--- config.mk ---
export PLATFORM = sky130hd
export DESIGN_NAME = mixed_width_ram
export DESIGN_NICKNAME = d
export VERILOG_FILES = /design/src/rtl/mwr_pkg.sv /design/src/rtl/mwr_lane.sv /design/src/rtl/mwr_addr_split.sv /design/src/rtl/mwr_write_route.sv /design/src/rtl/mwr_read_select.sv /design/src/rtl/mixed_width_ram.sv
export SDC_FILE = /design/constraint.sdc
export NUM_CORES = 1
export LEC_CHECK = 0
export CAP_MARGIN = 5
export CORE_MARGIN = 3
export CORE_UTILIZATION = 61
export CTS_CLUSTER_DIAMETER = 120
export CTS_CLUSTER_SIZE = 16
export DETAILED_ROUTE_END_ITERATION = 10
export GPL_TIMING_DRIVEN = 0
export PLACE_DENSITY = 0.84
export SYNTH_ARGS = -nofsm -noshare
export SYNTH_HDL_FRONTEND = slang
export SYNTH_SLANG_ARGS = --single-unit
--- constraint.sdc ---
create_clock -name clk -period 1.95 [get_ports clk]
set_input_delay 0.195 -clock clk [delete_from_list [all_inputs] [get_ports clk]]
set_output_delay 0.195 -clock clk [all_outputs]
set_load 0.01 [all_outputs]
--- src/rtl/mwr_pkg.sv ---
package mwr_pkg;

  typedef enum logic [1:0] {
    WM_READ_FIRST = 2'd0,
    WM_WRITE_THRU = 2'd1,
    WM_HOLD       = 2'd2,
    WM_HOLD_ALT   = 2'd3
  } wmode_e;

  function automatic int narrow_bytes(input int wr_w, input int rd_w);
    return ((wr_w < rd_w) ? wr_w : rd_w) / 8;
  endfunction

  function automatic int lane_count(input int wr_w, input int rd_w);
    return ((wr_w > rd_w) ? wr_w : rd_w) / 8;
  endfunction

  // Width of the address bus: a word index at the narrower width
  function automatic int addr_bits(input int depth_bytes, input int wr_w, input int rd_w);
    return $clog2(depth_bytes / narrow_bytes(wr_w, rd_w));
  endfunction

  function automatic logic is_hold(input wmode_e m);
    return (m == WM_HOLD) || (m == WM_HOLD_ALT);
  endfunction

endpackage

--- src/rtl/mwr_lane.sv ---
// One byte lane of storage: one byte per row, written synchronously,
// read combinationally so the top can merge before its output register.
module mwr_lane #(
  parameter int ROWS  = 16,
  parameter int ROW_W = 4
) (
  input  logic             clk,
  input  logic             wr_en,
  input  logic [ROW_W-1:0] row,
  input  logic [7:0]       wr_byte,
  output logic [7:0]       rd_byte
);

  logic [7:0] mem [ROWS];

  always_ff @(posedge clk) begin
    if (wr_en) begin
      mem[row] <= wr_byte;
    end
  end

  assign rd_byte = mem[row];

endmodule

--- src/rtl/mwr_addr_split.sv ---
// Splits the narrow-granular address into a lane row and a sub-word
// index that picks the narrow window inside the row.
module mwr_addr_split #(
  parameter int ADDR_W   = 6,
  parameter int RATIO    = 4,
  parameter int RATIO_LG = 2,
  parameter int ROW_W    = 4,
  parameter int SUB_W    = 2
) (
  input  logic [ADDR_W-1:0] addr,
  output logic [ROW_W-1:0]  row,
  output logic [SUB_W-1:0]  sub
);

  function automatic logic [ROW_W-1:0] row_of(input logic [ADDR_W-1:0] a);
    return ROW_W'(a >> RATIO_LG);
  endfunction

  function automatic logic [SUB_W-1:0] sub_of(input logic [ADDR_W-1:0] a);
    return SUB_W'(a & ADDR_W'(RATIO - 1));
  endfunction

  assign row = row_of(addr);
  assign sub = sub_of(addr);

endmodule

--- src/rtl/mwr_write_route.sv ---
// Steers write bytes and byte enables onto the storage lanes.
module mwr_write_route #(
  parameter int WR_B  = 1,
  parameter int LANES = 4,
  parameter int SUB_W = 2
) (
  input  logic                  en,
  input  logic [SUB_W-1:0]      sub,
  input  logic [WR_B-1:0]       wr_be,
  input  logic [WR_B*8-1:0]     wr_data,
  output logic [LANES-1:0]      lane_wr_en,
  output logic [LANES-1:0][7:0] lane_wr_byte
);

  generate
    if (WR_B == LANES) begin : g_wide_write
      // The write spans a whole row, so the sub index plays no part here.
      logic unused_sub;
      assign unused_sub = ^sub;
      for (genvar j = 0; j < LANES; j++) begin : g_lane
        assign lane_wr_en[j]   = en & wr_be[j];
        assign lane_wr_byte[j] = wr_data[8*j +: 8];
      end
    end else begin : g_narrow_write
      for (genvar j = 0; j < LANES; j++) begin : g_lane
        localparam int WINDOW = j / WR_B;
        localparam int SLOT   = j % WR_B;
        assign lane_wr_en[j]   = en && (sub == SUB_W'(WINDOW)) && wr_be[SLOT];
        assign lane_wr_byte[j] = wr_data[8*SLOT +: 8];
      end
    end
  endgenerate

endmodule

--- src/rtl/mwr_read_select.sv ---
// Forms the next read word: a per-lane merge for write-through,
// then the narrow window or the whole row.
module mwr_read_select #(
  parameter int RD_B  = 4,
  parameter int LANES = 4,
  parameter int SUB_W = 2
) (
  input  logic                  thru,
  input  logic [SUB_W-1:0]      sub,
  input  logic [LANES-1:0][7:0] lane_old,
  input  logic [LANES-1:0]      lane_wr_en,
  input  logic [LANES-1:0][7:0] lane_wr_byte,
  output logic [RD_B*8-1:0]     next_rd
);

  logic [LANES-1:0][7:0] merged;

  function automatic logic [7:0] merge_byte(input logic t, input logic hit,
                                            input logic [7:0] fresh,
                                            input logic [7:0] stored);
    return (t && hit) ? fresh : stored;
  endfunction

  always_comb begin
    for (int j = 0; j < LANES; j++) begin
      merged[j] = merge_byte(thru, lane_wr_en[j], lane_wr_byte[j], lane_old[j]);
    end
  end

  generate
    if (RD_B == LANES) begin : g_wide_read
      logic unused_sub;
      assign unused_sub = ^sub;
      assign next_rd = merged;
    end else begin : g_narrow_read
      localparam int LANE_W = $clog2(LANES);
      for (genvar k = 0; k < RD_B; k++) begin : g_byte
        logic [LANE_W-1:0] pick;
        assign pick = LANE_W'(int'(sub) * RD_B + k);
        assign next_rd[8*k +: 8] = merged[pick];
      end
    end
  endgenerate

endmodule

--- src/rtl/mixed_width_ram.sv ---
// Single-port RAM with separately sized write and read words.
module mixed_width_ram #(
  parameter int WR_W        = 8,
  parameter int RD_W        = 32,
  parameter int DEPTH_BYTES = 64
) (
  input  logic                                                    clk,
  input  logic                                                    rst_n,
  input  logic                                                    en,
  input  logic [mwr_pkg::addr_bits(DEPTH_BYTES, WR_W, RD_W)-1:0] addr,
  input  logic [WR_W/8-1:0]                                       wr_be,
  input  logic [WR_W-1:0]                                         wr_data,
  input  logic [1:0]                                              wmode,
  output logic [RD_W-1:0]                                         rd_data
);

  import mwr_pkg::*;

  localparam int WR_B     = WR_W / 8;
  localparam int RD_B     = RD_W / 8;
  localparam int LANES    = lane_count(WR_W, RD_W);
  localparam int NARROW_B = narrow_bytes(WR_W, RD_W);
  localparam int RATIO    = LANES / NARROW_B;
  localparam int RATIO_LG = $clog2(RATIO);
  localparam int ADDR_W   = addr_bits(DEPTH_BYTES, WR_W, RD_W);
  localparam int ROWS     = DEPTH_BYTES / LANES;
  localparam int ROW_W    = ADDR_W - RATIO_LG;
  localparam int SUB_W    = (RATIO_LG == 0) ? 1 : RATIO_LG;

  wmode_e                mode;
  logic [ROW_W-1:0]      row;
  logic [SUB_W-1:0]      sub;
  logic [LANES-1:0]      lane_wr_en;
  logic [LANES-1:0][7:0] lane_wr_byte;
  logic [LANES-1:0][7:0] lane_old;
  logic [RD_W-1:0]       next_rd;

  // Named events, also observed by the bound checker
  logic wr_fire;     // an enabled cycle with at least one byte enable
  logic hold_write;  // a write in hold mode: output must not move
  logic rd_update;   // the output register loads this cycle
  logic thru;        // write-through merge selected

  assign mode       = wmode_e'(wmode);
  assign wr_fire    = en & (|wr_be);
  assign hold_write = wr_fire & is_hold(mode);
  assign rd_update  = en & ~hold_write;
  assign thru       = (mode == WM_WRITE_THRU);

  mwr_addr_split #(
    .ADDR_W  (ADDR_W),
    .RATIO   (RATIO),
    .RATIO_LG(RATIO_LG),
    .ROW_W   (ROW_W),
    .SUB_W   (SUB_W)
  ) u_addr_split (
    .addr(addr),
    .row (row),
    .sub (sub)
  );

  mwr_write_route #(
    .WR_B (WR_B),
    .LANES(LANES),
    .SUB_W(SUB_W)
  ) u_write_route (
    .en          (en),
    .sub         (sub),
    .wr_be       (wr_be),
    .wr_data     (wr_data),
    .lane_wr_en  (lane_wr_en),
    .lane_wr_byte(lane_wr_byte)
  );

  generate
    for (genvar j = 0; j < LANES; j++) begin : g_lane
      mwr_lane #(
        .ROWS (ROWS),
        .ROW_W(ROW_W)
      ) u_lane (
        .clk    (clk),
        .wr_en  (lane_wr_en[j]),
        .row    (row),
        .wr_byte(lane_wr_byte[j]),
        .rd_byte(lane_old[j])
      );
    end
  endgenerate

  mwr_read_select #(
    .RD_B (RD_B),
    .LANES(LANES),
    .SUB_W(SUB_W)
  ) u_read_select (
    .thru        (thru),
    .sub         (sub),
    .lane_old    (lane_old),
    .lane_wr_en  (lane_wr_en),
    .lane_wr_byte(lane_wr_byte),
    .next_rd     (next_rd)
  );

  // Output register: one-clock read latency, reset to zero
  always_ff @(posedge clk or negedge rst_n) begin
    if (!rst_n) begin
      rd_data <= '0;
    end else if (rd_update) begin
      rd_data <= next_rd;
    end
  end

endmodule

==> reports/qor.csv <==
metric;value;unit
global route total overflow;0;
CP Buf/Inv Count;2;
nets@finish;1235;
pin count of the biggest net entering global routing;50;
Worst-path clk slew;70;ps
Crit-path slowest cell;clkdlybuf4s50_1;
PwrDens;923.7;nW/um2
CP delay by family, top;simple AND/OR/NAND/NOR gates;
clk sinks;544;
FF+latch area;16180;um2
failing checks;negative setup slack;
Synth Net Count;1115;
most frequent cells in the layout;512 x edfxtp_1, 108 x mux2i_1, 76 x o22ai_1;
via/cell ratio;6.976;
commonest non-fill, non-tap cell in the layout;edfxtp_1;
leak pwr;7.723;nW
count of input and output buffers;47;
CTS tree;done;
Seq/Total Area, Yosys;77.00;%
via count;11817;
die width;191.6;um
H-tree levels;2;
critical path class;in2reg;
hold slack final;97.69;ps
die height;191.6;um
fin. max-slew vios;0;
vias in the first global route;12024;
Data arrival, critical path;2260;ps
final setup vio count;64;
final hold violations;0;
I/O pin total;52;
CTS Buf Count;39;
clock buffer depth;3;
CP peak stage delay;580;ps
synthesized cell area;21010;um2
overall power;0.02242;W
fill cell count;1895;
Synth Instances;1095;
RSZ-0062 raised after global routing;yes;
period utilization;105.2;%
crit path cell chain;clkdlybuf4s50_1, buf_2, nor2b_1, nand2_1, nor2_4;
first-pass GRT wire length;78400;um
Post-synth EDFFs;512;
DRC viols;0;
clock skew;20.11;ps
peak supply drop;0.7481;mV
Final ANT Viol Nets;0;
#FFs+latches synth;544;
number of synthesis warnings;0;
CORE AREA;33700;um2
Critical Path Sink Type;flop;
area delta synth->final;15.53;%
slew margin rel.;30.37;%
Placed Instances;1598;
clock tree root buffer cell;clkbuf_16;
post-synthesis average cell area;19.18;um2
GRT Total Usage;30.08;%
Initial Utilization;62.33;%
CP startpoint kind;input pin;
max-cap viol count;0;
area of the multi-input gates;5024;um2
synth unique cells;37;
CP Max Fanout;10;
row count;67;
share of cells above drive strength 1;23.69;%
WL final;54400;um
status;complete, but fails checks;
initial antenna violation count;2;
Period minus WS final;2052;ps
wire per inst;32.11;um
critical path data required time;2160;ps
final worst slack;-101.7;ps
Initial DRT Pass Iterations;6;
FMAX;487.4;MHz
HPWL reported at the end of detailed placement;34100;um
GPL Wtd Cong;0.8860;
HP Class;in2reg;
non-filler instance count after layout;1694;
fraction of registers with async set/reset;5.882;%
die area;36700;um2
Worst-Margin Slew;1037;ps
clock latency on the worst-skew pair;550;ps
initial drt markers;1900;
most common flop cell mapped by yosys;edfxtp_1;
-- logic make-up (layout without fill, tap and decap cells) --
family          after synthesis  in the layout  share of synthesized area (%)
compound gates              174            174                          5.408
buf+inv                      67            217                          1.775
flops                       544            544                          77.00
mux                         182            182                          13.08
other cells                   0              1                              0
simple gates                128            128                          2.734
-- state kept, by name, indices dropped and copies added (netlist names) --
| name | count |
|---|---|
| g_lane.u_lane.mem | 512 |
| rd_data | 32 |
-- per-layer routing --
metal / vias up / track usage [%] / part of all wire (%)
met5: - / 1.236 / 0.051
met4: 4 / 14.90 / 5.6
met3: 222 / 7.611 / 12
met2: 951 / 47.49 / 47
met1: 5917 / 39.55 / 35
li1: 4723 / - / -
-- final timing paths --
kind	startpoint	end	slack, ps	cells after the start
min in group asynchronous	rst_n	rd_data[5]	320	2
max in group asynchronous	rst_n	rd_data[8]	1020	2
setup reg to reg	g_lane[0].u_lane.mem[11][7]	rd_data[7]	330	3
hold / removal	wr_data[0]	g_lane[0].u_lane.mem[11][0]	100	1
setup / recovery	addr[4]	g_lane[0].u_lane.mem[4][5]	-100	5
hold reg to reg	rd_data[17]	rd_data[17]	590	2
-- area by class of cell --
type                       count  area share [%]
timing repair buffer          79           3.970
inverter                       1         0.01547
buffer                        66           1.655
clock buffer                  71           4.691
multi-input combinational    484           20.70
tap                          448           2.310
antenna                        1         0.01031
sequential                   544           66.65
-- cell usage after synthesis, types with 4 or more instances --
library cell	count	area [um2]
a31oi_1	14	87.58
dfrtp_1	32	800.8
a22oi_1	13	97.59
nor2b_1	7	43.79
buf_4	10	75.07
o22ai_1	76	475.5
nand2b_1	8	50.05
clkbuf_1	26	97.59
a21oi_1	25	125.1
buf_6	8	90.09
a211oi_1	25	187.7
nand3_1	6	30.03
o211ai_1	6	45.04
edfxtp_1	512	15370
nor2_1	68	255.2
nand2_1	24	90.09
mux4_2	74	1667
o32ai_1	4	35.03
mux2i_1	108	1081
buf_2	19	95.09
-- power by group --
group	leakage, nW	internal [W]	switching [W]
clock network	0.541	0.00395	0.00378
registers	4.96	0.0129	0.000117
logic	2.22	0.000652	0.00102
total	7.72	0.0175	0.00492
-- per-stage QoR --
| stage | area, um2 | setup slack (ps) | setup TNS [ps] | utilization (%) |
|---|---|---|---|---|
| final | 24270 | -101.7 | -3832 | 72.02 |
| after detailed placement | 22180 | -1209 | -464370 | 65.82 |
| after floorplan | 21030 | -45.54 | -2177 | - |
| after global routing | 24270 | -149.1 | -7369 | 72.01 |
| after global placement | 22060 | -1454 | -888690 | 65.45 |
| after CTS | 24060 | -174.0 | -8826 | 71.40 |
-- what timing repair did --
| item | 4_1_cts | 5_1_grt |
|---|---|---|
| gates resized for setup | 144 | 31 |
| pin swaps | 13 | 12 |
| buffers inserted | 15 | 8 |
| endpoints found under the hold margin | 32 | 0 |
| setup endpoints to repair | 490 | 467 |
| hold buffers | 1 | 0 |
(Power assumes the default switching activity.)
